**src/rtl/sdemux_pkg.sv**
```systemverilog
package sdemux_pkg;
  typedef struct packed {
    logic loadA;
    logic loadB;
    logic clkRise;
    logic clkFall;
  } strobe_t;
endpackage

```
**src/rtl/sdemux_ctrl.sv**
```systemverilog
module sdemux_ctrl
  import sdemux_pkg::*;
#(
  parameter int FRAME_LEN = 10,
  localparam int CNT_W = $clog2(FRAME_LEN)
) (
  input  logic             clk,
  input  logic             rst,
  input  logic             testMode,
  input  logic             phaseSel,
  output strobe_t          strb,
  output logic [CNT_W-1:0] frameCnt,
  output logic             decimMode
);
  localparam logic [CNT_W-1:0] FIRST_POS = '0;
  localparam logic [CNT_W-1:0] HALF_POS  = CNT_W'(FRAME_LEN / 2);
  localparam logic [CNT_W-1:0] LAST_POS  = CNT_W'(FRAME_LEN - 1);

  logic nextIsA;
  logic phasePrev;
  logic forced;
  logic slotA;

  // a change of phaseSel forces the bank choice for this sample
  always_comb begin
    forced = (phaseSel != phasePrev);
    slotA  = forced ? phaseSel : nextIsA;
  end

  always_comb begin
    strb = '0;
    if (decimMode) begin
      strb.loadA = (frameCnt == FIRST_POS);
      strb.loadB = (frameCnt == HALF_POS);
    end else begin
      strb.loadA = slotA;
      strb.loadB = !slotA;
    end
    strb.clkRise = strb.loadA;
    strb.clkFall = strb.loadB;
  end

  always_ff @(posedge clk) begin
    if (rst) begin
      frameCnt  <= '0;
      decimMode <= 1'b0;
      nextIsA   <= 1'b1;
      phasePrev <= 1'b0;
    end else begin
      frameCnt  <= (frameCnt == LAST_POS) ? '0 : frameCnt + 1'b1;
      phasePrev <= phaseSel;
      if (frameCnt == LAST_POS) decimMode <= testMode;
      if (decimMode) begin
        if (strb.loadA)      nextIsA <= 1'b0;
        else if (strb.loadB) nextIsA <= 1'b1;
      end else begin
        nextIsA <= !slotA;
      end
    end
  end
endmodule

```
**src/rtl/sdemux_datapath.sv**
```systemverilog
module sdemux_datapath
  import sdemux_pkg::*;
#(
  parameter int DATA_W = 8,
  localparam int NUM_BANKS = 2
) (
  input  logic              clk,
  input  logic              rst,
  input  logic [DATA_W-1:0] sampleIn,
  input  strobe_t           strb,
  output logic [DATA_W-1:0] bankA,
  output logic [DATA_W-1:0] bankB,
  output logic              dataClk
);
  logic [NUM_BANKS-1:0] loadVec;
  logic [DATA_W-1:0]    bankQ [NUM_BANKS];

  assign loadVec = {strb.loadB, strb.loadA};

  for (genvar b = 0; b < NUM_BANKS; b++) begin : g_bank
    always_ff @(posedge clk) begin
      if (rst)             bankQ[b] <= '0;
      else if (loadVec[b]) bankQ[b] <= sampleIn;
    end
  end

  assign bankA = bankQ[0];
  assign bankB = bankQ[1];

  always_ff @(posedge clk) begin
    if (rst)               dataClk <= 1'b0;
    else if (strb.clkRise) dataClk <= 1'b1;
    else if (strb.clkFall) dataClk <= 1'b0;
  end
endmodule

```
**src/rtl/sample_demux.sv**
```systemverilog
module sample_demux
  import sdemux_pkg::*;
#(
  parameter int DATA_W    = 8,
  parameter int FRAME_LEN = 10,
  localparam int CNT_W = $clog2(FRAME_LEN)
) (
  input  logic              clk,
  input  logic              rst,
  input  logic [DATA_W-1:0] sampleIn,
  input  logic              testMode,
  input  logic              phaseSel,
  output logic [DATA_W-1:0] bankA,
  output logic [DATA_W-1:0] bankB,
  output logic              dataClk
);
  strobe_t          strb;
  logic [CNT_W-1:0] frameCnt;
  logic             decimMode;

  sdemux_ctrl #(.FRAME_LEN(FRAME_LEN)) u_ctrl (
    .clk(clk), .rst(rst), .testMode(testMode), .phaseSel(phaseSel),
    .strb(strb), .frameCnt(frameCnt), .decimMode(decimMode)
  );

  sdemux_datapath #(.DATA_W(DATA_W)) u_dp (
    .clk(clk), .rst(rst), .sampleIn(sampleIn), .strb(strb),
    .bankA(bankA), .bankB(bankB), .dataClk(dataClk)
  );
endmodule

```
**config.mk**
```make
export PLATFORM = sky130hd
export DESIGN_NAME = sample_demux
export DESIGN_NICKNAME = d
export VERILOG_FILES = /design/src/rtl/sdemux_pkg.sv /design/src/rtl/sdemux_ctrl.sv /design/src/rtl/sdemux_datapath.sv /design/src/rtl/sample_demux.sv
export SDC_FILE = /design/constraint.sdc
export NUM_CORES = 1
export LEC_CHECK = 0
export ABC_AREA = 1
export BUFFER_PORTS_ARGS = -buffer_cell sky130_fd_sc_hd__buf_2
export CAP_MARGIN = 20
export CORE_MARGIN = 2
export CORE_UTILIZATION = 53
export DETAILED_ROUTE_END_ITERATION = 7
export PLACE_DENSITY = 0.81
export SLEW_MARGIN = 5
export SYNTH_ARGS = -nofsm -noshare
export SYNTH_HDL_FRONTEND = slang
export SYNTH_SLANG_ARGS = --single-unit
export TNS_END_PERCENT = 100
```
**constraint.sdc**
```tcl
create_clock -name clk -period 3.7 [get_ports clk]
set_clock_uncertainty 0.05 [all_clocks]
set_input_delay 0.185 -clock clk [delete_from_list [all_inputs] [get_ports clk]]
set_output_delay 0.185 -clock clk [all_outputs]
set_load 0.005 [all_outputs]
```
==> run metrics, run 1 <==
Num CTS Buffers=3; WP buf/inv=1; clk buf depth=2; Critical Path Fanout Max=8; sequential share of the synthesized area=63.8%; max cap viols=0; drc violations=0; slowest CP cell=dfxtp_1; Critical Path AT=1470 ps; setup repair bufs after CTS=0; Net Count, Synth=104; post-synth top area cell=edfxtp_1; worst vdd ir=0.000288 V; number of global-route vias before repair=639; die footprint=2260 um2; total negative slack=0 ps; Post-CTS Hold Buffers=1; status=complete, no violations; first-pass GRT wire length=2.57 mm; clock root buffer=clkbuf_4; die span in y=47.5 um; most frequent CP cell=nand2_1; largest net degree at the start of global routing=14; Netlist cell types=21; Synth Warn #=0; global route overflow=0; hold crit path type=in -> reg; met1 usage=15.5%; post-synthesis sequential element count=24; Site Rows=15; clk sinks=24; Rel. slew slack=74.9%; total track usage=16.8%; IO Count=29; Slew @ Worst Pin=375 ps; Initial Utilization=57.0%; GR peak layer=met2; Vias=686; vias per inst=4.67; fin util=69.3%; area grow syn2layout=21.7%; RSZ-0062 raised after global routing=no; kind of cell adding the most delay to the critical path=simple AND/OR/NAND/NOR gates; Clock Latency Late Sink=310 ps; Nets=138; final hold viol count=0; Antenna Violating Nets Remaining=0; Syn Area/Cell=11.3 um2; routed length per instance=11.3 um; Final Slew Violations=0; global placer's final weighted congestion=0.748; Post-CTS Resized=0; minimum clock period=1500 ps; ant diodes=0; register clock-pin slew on the reported worst setup and hold paths=120 ps; drt pass-1 iters=3; Post-Syn Instances=89; I/O Buffers=28; max incr delay on CP=420 ps; Final setup viols=0; Initial DRC Count=10; Yosys top cell area share=47.8%; Final Cycle Share=40.6%; Die X=47.5 um; WL final=1.66 mm; antenna violations before repair=0; DP Wirelength=1.27 mm; CP startpoint kind=flip-flop; Leak=0.604 nW; WS Path Type=reg -> reg; TritonCTS clock tree=built; Core Region=1760 um2; FMAX=0.666 GHz; Setup crit end kind=flip-flop; layout cells sized above 1=41.0%; met3 usage=2.26%; Area contributors post-synth=edfxtp_1, dfxtp_1, inv_1; Critical Path RT=3670 ps; Synth Cell Area=1000 um2; GR Layer Usage met2=34.1%; worst-path cell chain=inv_1, ha_1, nand3_1, nand2_1, nand2_1, nand2_1; # H-tree levels=1; PD cells=424 nW/um2
-- sequential cells by signal (all words and copies together), names as in the netlist --
signal / flops
u_ctrl.frameCnt: 4
u_dp.bankQ: 16
u_ctrl.nextIsA: 1
u_ctrl.decimMode: 1
u_dp.dataClk: 1
u_ctrl.phasePrev: 1
-- power breakdown --
group          total (mW)  switching, mW  internal [mW]
logic              0.0659         0.0375         0.0285
clock network       0.134         0.0739         0.0602
registers           0.318        0.00850          0.310
-- worst paths after layout --
check                     start                to  slack [ps]  depth (start not counted)
max reg2reg  u_ctrl.frameCnt[0]  u_dp.bankQ[0][3]        2200                          6
max          u_ctrl.frameCnt[0]  u_dp.bankQ[0][3]        2200                          6
min                    phaseSel  u_ctrl.phasePrev          50                          3
min reg2reg        u_dp.dataClk      u_dp.dataClk         460                          2
-- synth_stat cells (all sizes together) --
library cell   n
dfxtp          8
a21oi          2
nand3          5
clkinv         1
inv           16
nand4          3
o21ai          1
ha             3
o21bai         1
edfxtp        16
xnor2          1
nor2          22
xor2           1
nand2          9
-- cell families after synthesis --
logic type,after synthesis,share of synthesized area (%)
AND/OR/NAND/NOR,39,21.3
flip-flops,24,63.8
buffers and inverters,17,6.47
AO/OA/AOI/OAI,4,2.99
adder cells (fa/ha/maj),3,3.74
XOR/XNOR,2,1.74
-- area by class of cell --
class	count	area, um2
inverters	17	65.1
well taps	25	31.3
repair buffers	29	150
fillers	152	542
flip-flops and latches	24	641
multi-input cells	48	299
clock buffers	4	36.3
-- per-stage QoR --
stage	hold slack, ps	cells	cell area [um2]	power, mW	setup WS (ps)
floorplan	206	89	1000	0.360	2370
global placement	322	142	1180	0.388	2290
detailed placement	328	142	1180	0.391	2200
CTS	47.9	147	1220	0.522	2180
global route	68.2	147	1220	0.539	2110
finish	48.4	147	1220	0.518	2200
-- cell usage in the layout, fill, tap and decap left out, drive strengths merged --
| cell | n |
|---|---|
| inv | 16 |
| dfxtp | 8 |
| xnor2 | 1 |
| buf | 28 |
| nand4 | 3 |
| xor2 | 1 |
| dlygate4sd3 | 1 |
| edfxtp | 16 |
| o21bai | 1 |
| nand3 | 5 |
| nand2 | 9 |
| nor2 | 22 |
| o21ai | 1 |
| a21oi | 2 |
| ha | 3 |
| clkinv | 1 |
| clkbuf | 4 |
-- worst min-delay path, stage by stage --
cell and delay [ps]:
buf_2 120, inv_1 50, nor2_1 30
-- routing by layer --
metal | wire (um) | part of all wire [%] | vias up
met2 | 922 | 56 | 22
met3 | 94 | 5.7 | 5
met1 | 607 | 37 | 310
met5 | 0 | 0 | -
li1 | - | - | 349
met4 | 36 | 2.2 | 0
(Power assumes the default switching activity.)
==> inputs of run 2 (changes only) <==
--- a/config.mk
+++ b/config.mk
@@ -9,9 +9,9 @@
 export BUFFER_PORTS_ARGS = -buffer_cell sky130_fd_sc_hd__buf_2
 export CAP_MARGIN = 20
 export CORE_MARGIN = 2
-export CORE_UTILIZATION = 53
+export CORE_UTILIZATION = 49
 export DETAILED_ROUTE_END_ITERATION = 7
-export PLACE_DENSITY = 0.81
+export PLACE_DENSITY = 0.76
 export SLEW_MARGIN = 5
 export SYNTH_ARGS = -nofsm -noshare
 export SYNTH_HDL_FRONTEND = slang
==> constraint.sdc (replaced) <==
create_clock -name clk -period 1.5 [get_ports clk]
set_clock_uncertainty 0.05 [all_clocks]
set_input_delay 0.075 -clock clk [delete_from_list [all_inputs] [get_ports clk]]
set_output_delay 0.075 -clock clk [all_outputs]
set_load 0.005 [all_outputs]
==> run 2 against run 1 <==
- sequential power rose by 150%
- combinational power rose to 2.6 times the previous value
- maximum frequency is 8.6% higher
- largest cell class unchanged
==> run metrics, run 2 (same netlist as run 1, synthesis figures left out) <==
routed length per instance=10.9 um (-3.9%); max cap viols=0 (unchanged); clock root buffer=clkbuf_4; global route overflow=0 (unchanged); PD cells=1110 nW/um2 (+160%); Worst Hold Path Cells=3 (unchanged); status=complete, no violations; clk buf depth=2 (unchanged); Largest register FFs=16 (unchanged); die span in y=49.3 um (+3.7%); antenna violations before repair=0 (unchanged); DP Wirelength=1.21 mm (-4.4%); vias per inst=4.60 (-1.5%); origin of the worst min-delay path=sampleIn[5]; Leak=0.626 nW (+3.7%); Hold EP=u_dp.bankQ[1][5]; Clock Latency Late Sink=310 ps (about the same); R2R Setup Slk=120 ps (-2080 ps); Initial DRC Count=4 (-6); number of global-route vias before repair=716 (+12%); final hold viol count=0 (unchanged); drc violations=0 (unchanged); Die X=49.3 um (+3.7%); Critical Path Fanout Max=8 (unchanged); layout cells sized above 1=42.4% (+1.4 points); Reg with most FFs=u_dp.bankQ; worst r2r dst=u_dp.bankQ[1][7]; Fill cells=163 (+7.2%); Final Cycle Share=92.1% (+52 points); clk sinks=24 (unchanged); total negative slack=0 ps (unchanged); Core Region=1940 um2 (+10%); Setup crit end kind=flip-flop; die footprint=2430 um2 (+7.5%); Initial Utilization=51.7% (-5.2 points); Antenna Violating Nets Remaining=0 (unchanged); global placer's final weighted congestion=0.701 (-6.2%); Critical Path RT=1480 ps (-2190 ps); Reg2Reg Depth=5 (-1); Final Slew Violations=0 (unchanged); Slew @ Worst Pin=200 ps (-175 ps); most common cell after layout, fill and taps aside=buf_2; IO Count=29 (unchanged); worst vdd ir=0.000693 V (+140%); Storage cell area=642 um2 (+0.20%); Critical R2R Launch=u_ctrl.frameCnt[1]; Nets=141 (+2.2%); hold crit path type=in -> reg; WL final=1.65 mm (-0.60%); Vias=699 (+1.9%); TritonCTS clock tree=built; register clock-pin slew on the reported worst setup and hold paths=130 ps (about the same); Final setup viols=0 (unchanged); biggest regs=u_dp.bankQ (16), u_ctrl.frameCnt (4); WHS=26.1 ps (-22.4 ps); Multi-input gate area=302 um2 (+0.84%); # H-tree levels=1 (unchanged); WS Path Type=reg -> reg; FMAX=0.724 GHz (+8.6%); I/O Buffers=28 (unchanged); area grow syn2layout=26.6%; Site Rows=16 (+1); CP startpoint kind=flip-flop; drt pass-1 iters=3 (unchanged); ant diodes=0 (unchanged); minimum clock period=1380 ps (-119 ps); first-pass GRT wire length=2.78 mm (+8.0%); Critical Path AT=1360 ps (-110 ps); Num CTS Buffers=3 (unchanged); RSZ-0062 raised after global routing=no; total track usage=15.2% (-1.6 points); largest net degree at the start of global routing=15 (+1); leading cell types in the layout, fill and taps excluded=buf_2, edfxtp_1, inv_1; Rel. slew slack=86.6% (+12 points)
-- run 2: metal layers --
layer / GRT usage, % / up-vias / part of all wire [%]
li1: - / 355 / -
met1: 15.1 / 325 / 41
met2: 28.6 / 19 / 53
met3: 3.37 / 0 / 5.6
met4: 8.57 / 0 / 0
met5: 0 / - / 0
-- run 2: worst max path at each step --
stage	end	slack, ps	cells after the start	start
after CTS	u_dp.bankQ[0][7]	80	6	u_ctrl.frameCnt[0]
after global placement	u_dp.bankQ[0][2]	80	6	u_ctrl.frameCnt[0]
after global routing	u_dp.bankQ[1][5]	20	5	u_ctrl.frameCnt[1]
final	u_dp.bankQ[1][7]	120	5	u_ctrl.frameCnt[1]
after floorplan	u_dp.bankQ[1][0]	170	3	u_ctrl.frameCnt[0]
after detailed placement	u_dp.bankQ[0][2]	-10	6	u_ctrl.frameCnt[0]
-- run 2: power breakdown --
part	switching (mW)	internal [mW]	total, mW
sequential	0.0201	0.765	0.785
clock	0.188	0.270	0.458
combinational	0.0956	0.0765	0.172
-- run 2: what timing repair did --
action / 4_1_cts / 5_1_grt
hold buffers: 3 / 0
hold endpoints to repair: 2 / 0
gates resized for setup: 1 / 1
setup endpoints to repair: 8 / 8
buffers inserted: 0 / 0
-- run 2: critical path: stages, from the launching register on --
cell,delay (ps)
dfxtp_1,350
inv_1,80
ha_1,180
nand4_2,160
nand3_1,120
buf_4,170
-- run 2: final cells by class --
cell class                      instances  share of cell area, %
Clock buffer                            3                   1.77
Clock inverter                          1                   2.36
Inverter                               17                   5.11
Multi-Input combinational cell         48                   23.7
Sequential cell                        24                   50.4
Tap cell                               27                   2.65
Timing Repair Buffer                   32                   14.0
-- run 2: per-stage QoR --
| step | instance area, um2 | total power, mW | cells | setup slack [ps] | utilization, % |
|---|---|---|---|---|---|
| floorplan | 1000 | 0.888 | 89 | 166 | - |
| global placement | 1190 | 0.960 | 145 | 84.4 | 61.1 |
| detailed placement | 1190 | 0.967 | 145 | -12.9 | 61.1 |
| CTS | 1270 | 1.42 | 152 | 77.5 | 65.5 |
| global route | 1270 | 1.47 | 152 | 17.4 | 65.5 |
| finish | 1270 | 1.41 | 152 | 119 | 65.5 |
==> inputs of run 3 (changes only) <==
--- a/config.mk
+++ b/config.mk
@@ -8,7 +8,7 @@
 export ABC_AREA = 1
 export BUFFER_PORTS_ARGS = -buffer_cell sky130_fd_sc_hd__buf_2
 export CAP_MARGIN = 20
-export CORE_MARGIN = 2
+export CORE_MARGIN = 3
 export CORE_UTILIZATION = 49
 export DETAILED_ROUTE_END_ITERATION = 7
 export PLACE_DENSITY = 0.76
==> run 3 against run 2 <==
- cell count down 2.0%
- maximum frequency up 2.2%
- sequential power about the same
- highest routed layer is now met4
- critical path depth up 1
- first-iteration DRC count rose to 4.0 times the previous value
- wire length up 3.6%
- via count down 2.9%
- clock power about the same
- setup slack better by 29 ps
==> run metrics, run 3 (same netlist as run 1, synthesis figures left out) <==
slowest CP cell=dfxtp_1; R2R Setup Slk=150 ps (+30 ps); total track usage=14.5% (-0.72 points); die footprint=2630 um2 (+8.3%); Final setup viols=0 (unchanged); DP Wirelength=1.27 mm (+5.1%); Core Region=1820 um2 (-6.2%); Site Rows=15 (-1); largest net degree at the start of global routing=15 (unchanged); routed length per instance=11.5 um (+5.7%); WS Path Type=reg -> reg; Initial DRC Count=16 (+12); hold crit path type=in -> reg; first-pass GRT wire length=2.77 mm (-0.25%); I/O Buffers=28 (unchanged); Placement Setup Slack=1.66 ps (+14.5 ps); Die X=51.3 um (+4.1%); antenna violations before repair=0 (unchanged); Antenna Violating Nets Remaining=0 (unchanged); drt pass-1 iters=4 (+1); register clock-pin slew on the reported worst setup and hold paths=130 ps (about the same); Reg with most FFs=u_dp.bankQ; minimum clock period=1350 ps (-29.3 ps); # H-tree levels=1 (unchanged); total negative slack=0 ps (unchanged); Critical Path AT=1390 ps (+30 ps); clock root buffer=clkbuf_4; WL final=1.71 mm (+3.6%); Nets=140 (-0.71%); IO Count=29 (unchanged); Setup crit end kind=flip-flop; Vias=679 (-2.9%); Critical Path RT=1540 ps (+60 ps); Total Power=1.42 mW (about the same); biggest regs=u_dp.bankQ (16), u_ctrl.frameCnt (4); number of global-route vias before repair=648 (-9.5%); max cap viols=0 (unchanged); fin util=69.9% (+4.4 points); drc violations=0 (unchanged); RSZ-0062 raised after global routing=no; max incr delay on CP=380 ps (+30 ps); layout cells sized above 1=42.7% (+0.34 points); die span in y=51.3 um (+4.1%); global placer's final weighted congestion=0.713 (+1.6%); Slew @ Worst Pin=192 ps (-8.58 ps); ant diodes=0 (unchanged); Initial Utilization=55.2% (+3.4 points); leading cell types in the layout, fill and taps excluded=buf_2, edfxtp_1, inv_1; global route overflow=0 (unchanged); PD cells=1110 nW/um2 (about the same); Num CTS Buffers=3 (unchanged); TritonCTS clock tree=built; Rel. slew slack=87.2% (+0.60 points); FMAX=0.740 GHz (+2.2%); clk buf depth=2 (unchanged); Reg2Reg Depth=6 (+1); Largest register FFs=16 (unchanged); Worst Hold Path Cells=3 (unchanged); Final Cycle Share=90.1% (-2.0 points); clk sinks=24 (unchanged); Clock Latency Late Sink=310 ps (about the same); area grow syn2layout=26.6% (unchanged); most common cell after layout, fill and taps aside=buf_2; status=complete, no violations; worst vdd ir=0.000774 V (+12%); setup slack after layout=148 ps (+29.3 ps); CP startpoint kind=flip-flop; Critical Path Fanout Max=8 (unchanged); Leak=0.630 nW (+0.73%); Final Slew Violations=0 (unchanged); vias per inst=4.56 (-0.91%); final hold viol count=0 (unchanged); worst-path cell chain=inv_1, ha_1, nand4_2, nand2_2, nand2_4, nor2_2
==> run 3: final cells by class <==
type | count | area [um2]
Fill cell | 145 | 548
Multi-Input combinational cell | 48 | 312
Inverter | 17 | 65.1
Clock inverter | 1 | 30.0
Sequential cell | 24 | 642
Tap cell | 25 | 31.3
Clock buffer | 3 | 22.5
Timing Repair Buffer | 31 | 170
==> run 3: where the power goes <==
group | switching [mW] | internal (mW)
Combinational | 0.0970 | 0.0752
Sequential | 0.0218 | 0.765
Clock | 0.187 | 0.270
Total | 0.305 | 1.11
==> run 3: per-layer routing <==
metal | up-vias | track usage (%) | wire length [um]
met5 | - | 0 | 0
met4 | 0 | 7.86 | 41
met3 | 5 | 3.21 | 102
met2 | 22 | 23.0 | 809
met1 | 298 | 18.4 | 756
li1 | 354 | - | -
==> run 3: stage by stage <==
| stage | area, um2 | hold WS, ps | std cells |
|---|---|---|---|
| 2_1_floorplan | 1000 | 96.2 | 89 |
| 3_3_place_gp | 1180 | 211 | 142 |
| 3_5_place_dp | 1180 | 216 | 142 |
| 4_1_cts | 1260 | 18.4 | 149 |
| 5_1_grt | 1270 | 30.3 | 149 |
| 6_report | 1270 | 18.3 | 149 |
==> run 3: what timing repair did <==
| action | 4_1_cts | 5_1_grt |
|---|---|---|
| endpoints found under the hold margin | 2 | 0 |
| resized for setup | 1 | 3 |
| endpoints found under the setup margin | 8 | 16 |
| buffers inserted | 0 | 0 |
| pin swaps | 0 | 0 |
| hold buffers | 3 | 0 |
==> run 3: final timing paths <==
kind | start | end
max reg2reg | u_ctrl.frameCnt[1] | u_dp.bankQ[1][4]
max | u_ctrl.frameCnt[1] | u_dp.bankQ[1][4]
min reg2reg | u_ctrl.frameCnt[0] | u_ctrl.frameCnt[0]
min | sampleIn[6] | u_dp.bankQ[1][6]
==> run 3: critical path: cells and delay by family (launching register included) <==
family | cells | cell delay [ps]
adder cells (fa/ha/maj) | 1 | 210
buffers and inverters | 1 | 80
flip-flops | 1 | 380
AND/OR/NAND/NOR | 4 | 400
